<file path="config.mk">
export PLATFORM = sky130hd
export DESIGN_NAME = byte_timer16
export DESIGN_NICKNAME = d
export VERILOG_FILES = /design/src/rtl/tmr_pkg.sv /design/src/rtl/tmr_bus_if.sv /design/src/rtl/tmr_counter.sv /design/src/rtl/tmr_channel.sv /design/src/rtl/byte_timer16.sv
export SDC_FILE = /design/constraint.sdc
export NUM_CORES = 1
export LEC_CHECK = 0
export BUFFER_PORTS_ARGS = -buffer_cell sky130_fd_sc_hd__buf_2
export CORE_ASPECT_RATIO = 1.5
export CORE_MARGIN = 2
export CORE_UTILIZATION = 40
export CTS_CLUSTER_DIAMETER = 200
export DETAILED_ROUTE_END_ITERATION = 10
export PLACE_DENSITY = 0.6
export SKIP_CTS_REPAIR_TIMING = 1
export SYNTH_ARGS = -nofsm -noshare
export SYNTH_HDL_FRONTEND = slang
export SYNTH_HIERARCHICAL = 1
export SYNTH_SLANG_ARGS = --single-unit
</file>
<file path="constraint.sdc">
create_clock -name clk -period 2.42 [get_ports clk]
set_input_delay 0.363 -clock clk [delete_from_list [all_inputs] [get_ports clk]]
set_output_delay 0.363 -clock clk [all_outputs]
set_load 0.02 [all_outputs]
</file>
<file path="src/rtl/tmr_pkg.sv">
package tmr_pkg;
  localparam int BYTE_W = 8;
  localparam int WORD_W = 2 * BYTE_W;
  localparam int ADDR_W = 3;
  localparam int NCH    = 2;

  typedef enum logic [ADDR_W-1:0] {
    RA_CNT_LO  = 3'd0,
    RA_CNT_HI  = 3'd1,
    RA_CMPA_LO = 3'd2,
    RA_CMPA_HI = 3'd3,
    RA_CMPB_LO = 3'd4,
    RA_CMPB_HI = 3'd5,
    RA_CTRL    = 3'd6,
    RA_FLAG    = 3'd7
  } reg_addr_e;

  localparam int CTRL_MODE_BIT  = 0;
  localparam int CTRL_FORCE_LSB = 1;
endpackage

</file>
<file path="src/rtl/tmr_bus_if.sv">
module tmr_bus_if
  import tmr_pkg::*;
#(
  parameter int BW = BYTE_W,
  parameter int NC = NCH,
  localparam int WW = 2 * BW
) (
  input  logic                 clk,
  input  logic                 rst_n,
  input  logic [ADDR_W-1:0]    bus_addr,
  input  logic                 bus_wr,
  input  logic                 bus_rd,
  input  logic [BW-1:0]        bus_wdata,
  output logic [BW-1:0]        bus_rdata,
  input  logic [WW-1:0]        cnt_val,
  input  logic [NC-1:0][WW-1:0] cmp_val,
  input  logic [NC-1:0]        flag_val,
  output logic [WW-1:0]        word_val,
  output logic                 cnt_ld,
  output logic [NC-1:0]        cmp_ld,
  output logic [NC-1:0]        force_stb,
  output logic [NC-1:0]        flag_clr,
  output logic                 mode_top
);
  localparam logic [ADDR_W-1:0] CMP_END = ADDR_W'(2 + 2 * NC);

  logic [BW-1:0] temp_q, temp_d;
  logic          mode_q, mode_d;
  logic          hi_wr, cnt_lo_rd, ctrl_wr;

  assign hi_wr     = bus_wr && bus_addr[0] && (bus_addr < CMP_END);
  assign cnt_lo_rd = bus_rd && (bus_addr == RA_CNT_LO);
  assign ctrl_wr   = bus_wr && (bus_addr == RA_CTRL);
  assign cnt_ld    = bus_wr && (bus_addr == RA_CNT_LO);
  assign word_val  = {temp_q, bus_wdata};
  assign mode_top  = mode_q;

  for (genvar i = 0; i < NC; i++) begin : g_ch_dec
    assign cmp_ld[i]    = bus_wr && (bus_addr == ADDR_W'(2 + 2 * i));
    assign force_stb[i] = ctrl_wr && bus_wdata[CTRL_FORCE_LSB + i];
    assign flag_clr[i]  = bus_wr && (bus_addr == RA_FLAG) && bus_wdata[i];
  end

  always_comb begin
    temp_d = temp_q;
    if (hi_wr)          temp_d = bus_wdata;
    else if (cnt_lo_rd) temp_d = cnt_val[WW-1:BW];
  end

  always_comb begin
    mode_d = mode_q;
    if (ctrl_wr) mode_d = bus_wdata[CTRL_MODE_BIT];
  end

  always_ff @(posedge clk or negedge rst_n) begin
    if (!rst_n) begin
      temp_q <= '0;
      mode_q <= 1'b0;
    end else begin
      temp_q <= temp_d;
      mode_q <= mode_d;
    end
  end

  always_comb begin
    bus_rdata = '0;
    case (bus_addr)
      RA_CNT_LO: bus_rdata = cnt_val[BW-1:0];
      RA_CNT_HI: bus_rdata = temp_q;
      RA_CTRL:   bus_rdata = BW'(mode_q);
      RA_FLAG:   bus_rdata = BW'(flag_val);
      default: begin
        for (int i = 0; i < NC; i++) begin
          if (bus_addr == ADDR_W'(2 + 2 * i)) bus_rdata = cmp_val[i][BW-1:0];
          if (bus_addr == ADDR_W'(3 + 2 * i)) bus_rdata = cmp_val[i][WW-1:BW];
        end
      end
    endcase
  end

  AST_TEMP_HOLD: assert property (@(posedge clk) disable iff (!rst_n)
    (!hi_wr && !cnt_lo_rd) |=> $stable(temp_q));

  AST_HI_WR_TEMP: assert property (@(posedge clk) disable iff (!rst_n)
    hi_wr |=> (temp_q == $past(bus_wdata)));

  always_comb begin
    if (rst_n && bus_rd && (bus_addr == RA_CTRL))
      AST_FORCE_RD_ZERO: assert (bus_rdata[NC:1] == '0);
  end
endmodule

</file>
<file path="src/rtl/tmr_counter.sv">
module tmr_counter
  import tmr_pkg::*;
#(
  parameter int WW = WORD_W
) (
  input  logic          clk,
  input  logic          rst_n,
  input  logic          tick,
  input  logic          ld,
  input  logic [WW-1:0] ld_val,
  input  logic          top_hit,
  output logic [WW-1:0] cnt_q,
  output logic          cmp_live
);
  logic [WW-1:0] cnt_d;
  logic          block_q, block_d;

  assign cmp_live = tick && !block_q;

  always_comb begin
    cnt_d = cnt_q;
    if (ld)           cnt_d = ld_val;
    else if (tick)    cnt_d = top_hit ? '0 : cnt_q + 1'b1;
  end

  always_comb begin
    block_d = block_q;
    if (ld)        block_d = 1'b1;
    else if (tick) block_d = 1'b0;
  end

  always_ff @(posedge clk or negedge rst_n) begin
    if (!rst_n) begin
      cnt_q   <= '0;
      block_q <= 1'b0;
    end else begin
      cnt_q   <= cnt_d;
      block_q <= block_d;
    end
  end

  AST_LOAD_VALUE: assert property (@(posedge clk) disable iff (!rst_n)
    ld |=> (cnt_q == $past(ld_val)));

  AST_LOAD_BLOCKS: assert property (@(posedge clk) disable iff (!rst_n)
    ld |=> !cmp_live);

  AST_ROLLOVER: assert property (@(posedge clk) disable iff (!rst_n)
    (tick && !ld && !top_hit && (cnt_q == '1)) |=> (cnt_q == '0));

  AST_TOP_CLEAR: assert property (@(posedge clk) disable iff (!rst_n)
    (top_hit && !ld) |=> (cnt_q == '0));
endmodule

</file>
<file path="src/rtl/tmr_channel.sv">
module tmr_channel
  import tmr_pkg::*;
#(
  parameter int WW = WORD_W
) (
  input  logic          clk,
  input  logic          rst_n,
  input  logic          cmp_ld,
  input  logic [WW-1:0] ld_val,
  input  logic [WW-1:0] cnt,
  input  logic          cmp_live,
  input  logic          force_stb,
  input  logic          flag_clr,
  output logic [WW-1:0] cmp_q,
  output logic          match,
  output logic          flag_q,
  output logic          wave_q
);
  logic [WW-1:0] cmp_d;
  logic          flag_d, wave_d;

  assign match = cmp_live && (cnt == cmp_q);

  always_comb begin
    cmp_d  = cmp_ld ? ld_val : cmp_q;
    flag_d = match || (flag_q && !flag_clr);
    wave_d = wave_q ^ (match || force_stb);
  end

  always_ff @(posedge clk or negedge rst_n) begin
    if (!rst_n) begin
      cmp_q  <= '0;
      flag_q <= 1'b0;
      wave_q <= 1'b0;
    end else begin
      cmp_q  <= cmp_d;
      flag_q <= flag_d;
      wave_q <= wave_d;
    end
  end

  AST_MATCH_FLAG: assert property (@(posedge clk) disable iff (!rst_n)
    match |=> flag_q);

  AST_WAVE_TOGGLE: assert property (@(posedge clk) disable iff (!rst_n)
    (match || force_stb) |=> (wave_q != $past(wave_q)));

  AST_WAVE_HOLD: assert property (@(posedge clk) disable iff (!rst_n)
    !(match || force_stb) |=> $stable(wave_q));

  AST_FORCE_NO_FLAG: assert property (@(posedge clk) disable iff (!rst_n)
    (force_stb && !match && !flag_q) |=> !flag_q);

  AST_FLAG_CLEAR: assert property (@(posedge clk) disable iff (!rst_n)
    (flag_clr && !match) |=> !flag_q);
endmodule

</file>
<file path="src/rtl/byte_timer16.sv">
module byte_timer16
  import tmr_pkg::*;
(
  input  logic              clk,
  input  logic              rst_n,
  input  logic              tick,
  input  logic [ADDR_W-1:0] bus_addr,
  input  logic              bus_wr,
  input  logic              bus_rd,
  input  logic [BYTE_W-1:0] bus_wdata,
  output logic [BYTE_W-1:0] bus_rdata,
  output logic [NCH-1:0]    cmp_flag,
  output logic [NCH-1:0]    cmp_wave
);
  logic [1:0]               rst_sync_q;
  logic                     rst_int_n;
  logic [WORD_W-1:0]        cnt, word_val;
  logic [NCH-1:0][WORD_W-1:0] cmp_val;
  logic [NCH-1:0]           cmp_ld, force_stb, flag_clr, match;
  logic                     cnt_ld, mode_top, cmp_live, top_hit;

  always_ff @(posedge clk or negedge rst_n) begin
    if (!rst_n) rst_sync_q <= 2'b00;
    else        rst_sync_q <= {rst_sync_q[0], 1'b1};
  end
  assign rst_int_n = rst_sync_q[1];

  tmr_bus_if #(.BW(BYTE_W), .NC(NCH)) u_bus (
    .clk(clk), .rst_n(rst_int_n),
    .bus_addr(bus_addr), .bus_wr(bus_wr), .bus_rd(bus_rd),
    .bus_wdata(bus_wdata), .bus_rdata(bus_rdata),
    .cnt_val(cnt), .cmp_val(cmp_val), .flag_val(cmp_flag),
    .word_val(word_val), .cnt_ld(cnt_ld), .cmp_ld(cmp_ld),
    .force_stb(force_stb), .flag_clr(flag_clr), .mode_top(mode_top)
  );

  assign top_hit = mode_top && match[0];

  tmr_counter #(.WW(WORD_W)) u_cnt (
    .clk(clk), .rst_n(rst_int_n), .tick(tick),
    .ld(cnt_ld), .ld_val(word_val), .top_hit(top_hit),
    .cnt_q(cnt), .cmp_live(cmp_live)
  );

  for (genvar i = 0; i < NCH; i++) begin : g_ch
    tmr_channel #(.WW(WORD_W)) u_ch (
      .clk(clk), .rst_n(rst_int_n),
      .cmp_ld(cmp_ld[i]), .ld_val(word_val),
      .cnt(cnt), .cmp_live(cmp_live),
      .force_stb(force_stb[i]), .flag_clr(flag_clr[i]),
      .cmp_q(cmp_val[i]), .match(match[i]),
      .flag_q(cmp_flag[i]), .wave_q(cmp_wave[i])
    );
  end

  AST_FORCE_KEEPS_CNT: assert property (@(posedge clk) disable iff (!rst_int_n)
    (|force_stb && !tick && !cnt_ld) |=> $stable(cnt));
endmodule

</file>
==> results of run 1 <==
## worst register-to-register path, cell delays in order (launching register included)
cell	delay, ps
dfrtp_1	400
xor2_1	260
nor4_2	90
nand2_1	140
nor4_4	50
and2_4	160
buf_4	140
or3b_2	520
or3_1	380
nand3_1	130
## sequential cells by signal, summed over array words and instances (netlist names)
| name | cells |
|---|---|
| g_ch.u_ch/cmp_q | 32 |
| u_cnt/cnt_q | 16 |
| g_ch.u_ch/wave_q | 2 |
| u_cnt/block_q | 1 |
| u_bus/temp_q | 8 |
| u_bus/mode_top | 1 |
| g_ch.u_ch/flag_q | 2 |
| rst_sync_q | 2 |
## cells in the mapped netlist (6+ instances only)
master | n | area [um2]
nand2_1 | 32 | 120
xor2_1 | 19 | 166
nor4_1 | 11 | 68.8
nor2_1 | 15 | 56.3
nand4_1 | 6 | 37.5
buf_4 | 12 | 90.1
o21ai_0 | 18 | 90.1
dfrtp_1 | 64 | 1600
mux2i_1 | 14 | 140
xnor2_1 | 17 | 149
nand3_1 | 10 | 50.1
a22oi_1 | 13 | 97.6
a21oi_1 | 11 | 55.1
inv_1 | 10 | 37.5
mux2_2 | 33 | 372
## through the flow
stage	power, mW	util	instance area (um2)	TNS (ps)	hold WS, ps
6_report	4.58	0.490	4720	0	297
5_1_grt	4.79	0.490	4720	0	319
4_1_cts	4.55	0.486	4690	-333	-201
3_5_place_dp	3.22	0.454	4380	-234	152
3_3_place_gp	3.19	0.454	4380	-259	148
2_1_floorplan	2.62	-	3950	0	67.4
## metal layers
| metal | vias to the layer above | share of wire | track usage |
|---|---|---|---|
| li1 | 1508 | - | - |
| met1 | 1681 | 0.40 | 0.279 |
| met2 | 142 | 0.52 | 0.415 |
| met3 | 38 | 0.046 | 0.0400 |
| met4 | 0 | 0.032 | 0.105 |
| met5 | - | 0 | 0 |
## final timing paths
path	start	end	slack [ps]	cells after the start
min in group asynchronous	rst_sync_q[1]$_DFF_PN0_	g_ch[1].u_ch/cmp_q[4]$_DFFE_PN0P_	320	0
hold / removal	bus_wdata[0]	u_cnt/cnt_q[0]$_DFFE_PN0P_	300	3
max in group asynchronous	rst_sync_q[1]$_DFF_PN0_	g_ch[1].u_ch/flag_q$_DFF_PN0_	1480	1
hold reg to reg	rst_sync_q[1]$_DFF_PN0_	g_ch[1].u_ch/cmp_q[4]$_DFFE_PN0P_	320	0
setup reg to reg	g_ch[0].u_ch/cmp_q[14]$_DFFE_PN0P_	u_cnt/cnt_q[13]$_DFFE_PN0P_	80	9
setup / recovery	g_ch[0].u_ch/cmp_q[14]$_DFFE_PN0P_	u_cnt/cnt_q[13]$_DFFE_PN0P_	80	9
## placed cells by master, fill, tap and decap left out, types with 4 or more instances in the layout
cell type / instances
a21o_1: 5
nand3b_1: 4
nor4_1: 9
nor2_1: 15
mux2i_1: 14
dfrtp_1: 63
inv_1: 10
mux2_2: 33
nand4_1: 6
nand3_1: 10
clkinvlp_4: 4
o21ai_0: 18
o22a_1: 5
xnor2_1: 17
buf_2: 27
nor3_1: 4
xor2_1: 19
a21oi_1: 11
nand2_1: 32
clkbuf_16: 9
buf_4: 37
a22oi_1: 13
## layout make-up
type | count | share of cell area
Tap cell | 115 | 0.0305
Inverter | 10 | 0.00795
Clock inverter | 6 | 0.0146
Multi-Input combinational cell | 284 | 0.454
Timing Repair Buffer | 68 | 0.102
Sequential cell | 64 | 0.340
Clock buffer | 10 | 0.0506
## power by group
group	internal [mW]	switching (mW)	total, mW
clock network	0.825	0.482	1.31
logic	0.702	0.893	1.60
registers	1.37	0.306	1.68
## logic make-up (layout without fill, tap and decap cells)
group | Yosys count | count (layout) | synth area share
adders and majority gates | 2 | 2 | 0.00634
AOI/OAI and AO/OA | 82 | 82 | 0.148
DFF | 64 | 64 | 0.406
xor gates and xnor gates | 36 | 36 | 0.0799
buffers and inverters | 38 | 94 | 0.0599
other | 1 | 1 | 0.000950
muxes | 47 | 47 | 0.130
and+or+nand+nor | 116 | 116 | 0.169
==> run_results.csv, run 1 <==
group,metric,value,unit
run_status,outcome,"complete, no violations",
yosys,synth-seq-cells,64,
placement,dpl.hpwl,8810,um
setup_path,path_cells,"xor2_1 -> nor4_2 -> nand2_1 -> nor4_4 -> and2_4 -> buf_4 -> or3b_2 -> or3_1 -> nand3_1",
detailed_routing,initialDrtViolationCount,296,
setup_path,crit_fanout,4,
timing,relSlewSlack,0.532,
placement,post-place-ws,-77.7,ps
timing,fin_ws,75.7,ps
timing,max_freq,427,MHz
cts,root_buffer,"clkbuf_16",
detailed_routing,dr_total_vias,3369,
yosys,yosysWarnings,6,
detailed_routing,antenna_left,0,
layout,n_antenna_cell,0,
cts,cts_buffer_depth,2,
placement,gp_congestion,1.00,
detailed_routing,route.detailed.drc,0,
global_routing,grt_pass1_vias,3492,
timing,setup_viol,0,
floorplanning,die_x,85.1,um
pwr,p_per_area,970,mW/mm2
layout,area_delta_synth_final,19.6,%
global_routing,grt_max_degree,34,
timing,slew_viol_final,0,
layout,fillCellCount,881,
timing,finClkSkew,5.42,ps
layout,fin_cells,557,
cts,clk_latency,330,ps
layout,regArea,0.00160,mm2
cts,cts_sinks,64,
yosys,synthFlopType,"dfrtp_1",
layout,final_nets,455,
timing,rsz0062_at_grt,"false",
pwr,ir_worst_vdd,0.412,mV
yosys,ys_types,63,
setup_path,crit_buf_inv,1,
yosys,synth_seq_area_share,0.406,
global_routing,grt_usage,0.236,
yosys,synth_edf_count,0,
floorplanning,core_area,0.00963,mm2
timing,hold_viol,0,
flow_run,cap_violations,0,
floorplanning,start_util,0.410,
yosys,syn-num-nets,404,
setup_path,end_kind,"register",
setup_path,cp_slowest_stage_delay,520,ps
layout,drive_above_1_share,0.319,
floorplanning,die-area,0.0107,mm2
setup_path,crit_required,2680,ps
detailed_routing,first_pass_iters,6,
layout,multi_input_area,0.00214,mm2
yosys,synthCells,386,
yosys,netlist_area,0.00395,mm2
global_routing,antenna_found_initial,0,
setup_path,start_kind,"register",
setup_path,path_delay_family,"simple AND/OR/NAND/NOR gates",
cts,clk_pin_slew,60,ps
setup_path,worstSetupPathType,"reg -> reg",
setup_path,crit_arrival,2600,ps
placement,dp_cells,540,
global_routing,grt_pass1_wl,19400,um
detailed_routing,routed_wl,12100,um
detailed_routing,post_drt_via_cell_ratio,6.05,
cts,cts_tree,"yes",
placement,io_buffers,27,
worst_hold_path,hp-class,"in -> reg",
pwr,leakage,2.07,nW
floorplanning,die_h,126,um
setup_path,cp_slowest_cell,"or3b_2",
floorplanning,num_rows,44,
global_routing,grt_overflow,0,
yosys,async_flop_share,1.00,
floorplanning,io-pin-count,28,
detailed_routing,wl_per_cell,21.8,um
timing,worst_pin_slew,701,ps
timing,fin_crit_sh,0.969,
cts,h-tree-depth,3,
yosys,avgSynthCellArea,10.2,um2
cts,cts_buffers,9,
timing,post-route-min-period,2340,ps
Power figures use the tool's default switching activity.
==> run 2: changes to the inputs <==
--- a/config.mk
+++ b/config.mk
@@ -8,10 +8,10 @@
 export BUFFER_PORTS_ARGS = -buffer_cell sky130_fd_sc_hd__buf_2
 export CORE_ASPECT_RATIO = 1.5
 export CORE_MARGIN = 2
-export CORE_UTILIZATION = 40
+export CORE_UTILIZATION = 60
 export CTS_CLUSTER_DIAMETER = 200
 export DETAILED_ROUTE_END_ITERATION = 10
-export PLACE_DENSITY = 0.6
+export PLACE_DENSITY = 0.82
 export SKIP_CTS_REPAIR_TIMING = 1
 export SYNTH_ARGS = -nofsm -noshare
 export SYNTH_HDL_FRONTEND = slang
==> run 2 against run 1 <==
Sequential share of layout area grew 1.9 points. Non-clock buffer count is 6 lower. Flip-flop and latch count unchanged. Wire length is 8.8% lower. Largest cell class unchanged. Highest routed layer unchanged.
==> run_results.csv, run 2 (synthesis gave the netlist of run 1 again) <==
group,metric,value,unit
layout,reg_top3,"g_ch.u_ch/cmp_q x32, u_cnt/cnt_q x16, u_bus/temp_q x8",
timing,setup_tns,0,ps
floorplanning,io-pin-count,28,
global_routing,grt_overflow,0,
setup_path,worstSetupPathType,"reg -> reg",
detailed_routing,post_drt_via_cell_ratio,6.63,
cts,cts_tree,"yes",
setup_path,crit_buf_inv,1,
placement,io_buffers,27,
setup_path,rr_startpoint,"g_ch[0].u_ch/cmp_q[0]$_DFFE_PN0P_",
global_routing,grt_pass1_vias,3329,
timing,fin_crit_sh,0.942,
timing,worst_pin_slew,845,ps
placement,dp_cells,495,
detailed_routing,routed_wl,11100,um
cts,clk_pin_slew,70,ps
layout,area_delta_synth_final,13.2,%
detailed_routing,route.detailed.drc,0,
pwr,ir_worst_vdd,0.499,mV
timing,relSlewSlack,0.433,
cts,root_buffer,"clkbuf_8",
cts,clk_latency,360,ps
cts,cts_buffer_depth,2,
layout,final_nets,449,
timing,hold_viol,0,
worst_hold_path,hold_start,"bus_wdata[4]",
placement,gp_congestion,0.976,
global_routing,antenna_found_initial,0,
floorplanning,core_area,0.00644,mm2
setup_path,r2r-end,"u_cnt/cnt_q[13]$_DFFE_PN0P_",
setup_path,end_kind,"register",
global_routing,grt_usage,0.321,
detailed_routing,initialDrtViolationCount,315,
timing,post-route-min-period,2280,ps
worst_hold_path,hold_depth,3,
layout,mostFrequentLayoutCell,"dfrtp_1",
timing,fin_ws,141,ps
setup_path,crit_arrival,2570,ps
setup_path,crit_fanout,7,
layout,largest_reg_flops,32,
timing,rsz0062_at_grt,"false",
floorplanning,num_rows,36,
timing,slew_viol_final,0,
setup_path,r2r_setup_slack,140,ps
floorplanning,die_x,70.2,um
setup_path,startpoint,"g_ch[0].u_ch/cmp_q[0]$_DFFE_PN0P_",
layout,top_register,"g_ch.u_ch/cmp_q",
cts,h-tree-depth,3,
setup_path,cp_slowest_stage_delay,530,ps
layout,drive_above_1_share,0.299,
layout,fillCellCount,507,
floorplanning,start_util,0.613,
pwr,leakage,1.97,nW
global_routing,grt_max_degree,63,
detailed_routing,dr_total_vias,3386,
layout,n_antenna_cell,0,
cts,cts_sinks,64,
placement,post-place-ws,48.3,ps
timing,finClkSkew,8.33,ps
detailed_routing,antenna_left,0,
cts,cts_buffers,9,
flow_run,cap_violations,0,
layout,fin_cells,511,
timing,setup_viol,0,
detailed_routing,wl_per_cell,21.6,um
run_status,outcome,"complete, no violations",
pwr,p_per_area,909,mW/mm2
setup_path,path_delay_family,"simple AND/OR/NAND/NOR gates",
timing,max_freq,439,MHz
worst_hold_path,hp-class,"in -> reg",
setup_path,path_cells,"xor2_1 -> nor4_1 -> nand2_1 -> nor4_2 -> and2_1 -> buf_4 -> or3b_2 -> or3_1 -> nand3_1",
detailed_routing,first_pass_iters,7,
worst_hold_path,hold-path-endpoint,"u_cnt/cnt_q[4]$_DFFE_PN0P_",
setup_path,reg2reg_depth,9,
global_routing,grt_pass1_wl,17600,um
floorplanning,die_h,103,um
placement,dpl.hpwl,7880,um
setup_path,crit_required,2710,ps
floorplanning,die-area,0.00726,mm2
setup_path,cp_slowest_cell,"or3b_2",
layout,final_cell_mix,"dfrtp_1 (63), mux2_2 (33), nand2_1 (32), buf_4 (32), buf_2 (27)",
setup_path,start_kind,"register",
[run 2: worst min-delay path: stages]
cell and delay, ps:
buf_2 110, nand2_1 50, o21ai_0 60
[run 2: routing by layer]
| metal | share of wire | GRT usage | routed length [um] |
|---|---|---|---|
| met5 | 0 | 0 | 0 |
| met4 | 0.041 | 0.169 | 453 |
| met3 | 0.065 | 0.0736 | 719 |
| met2 | 0.50 | 0.530 | 5520 |
| met1 | 0.39 | 0.393 | 4360 |
[run 2: worst max path at each step]
stage	to	slack [ps]	cells past startpoint
after global routing	u_cnt/cnt_q[13]$_DFFE_PN0P_	40	9
final	u_cnt/cnt_q[13]$_DFFE_PN0P_	140	9
after global placement	u_cnt/cnt_q[15]$_DFFE_PN0P_	160	9
after detailed placement	u_cnt/cnt_q[6]$_DFFE_PN0P_	50	10
after floorplan	u_cnt/cnt_q[15]$_DFFE_PN0P_	60	9
after CTS	u_cnt/cnt_q[6]$_DFFE_PN0P_	30	10
[run 2: layout make-up]
type / instances / area, um2 / share of cell area
flip-flops and latches: 64 / 1600 / 0.359
inverters: 10 / 37.5 / 0.00840
multi-input cells: 284 / 2130 / 0.477
clock buffers: 15 / 176 / 0.0395
well taps: 76 / 95.1 / 0.0213
repair buffers: 62 / 425 / 0.0952
[run 2: power breakdown]
group	leakage (nW)	switching [mW]	internal [mW]
Sequential	0.784	0.309	1.37
Combinational	1.10	0.838	0.691
Clock	0.0898	0.404	0.452
Total	1.97	1.55	2.51
[run 2: through the flow]
stage	hold WS (ps)	utilization	total power [mW]	cell area [um2]
after CTS	-236	0.691	4.03	4450
after floorplan	67.4	-	2.62	3950
after detailed placement	150	0.663	3.18	4270
after global routing	269	0.694	4.27	4470
after global placement	148	0.663	3.13	4270
final	262	0.694	4.06	4470
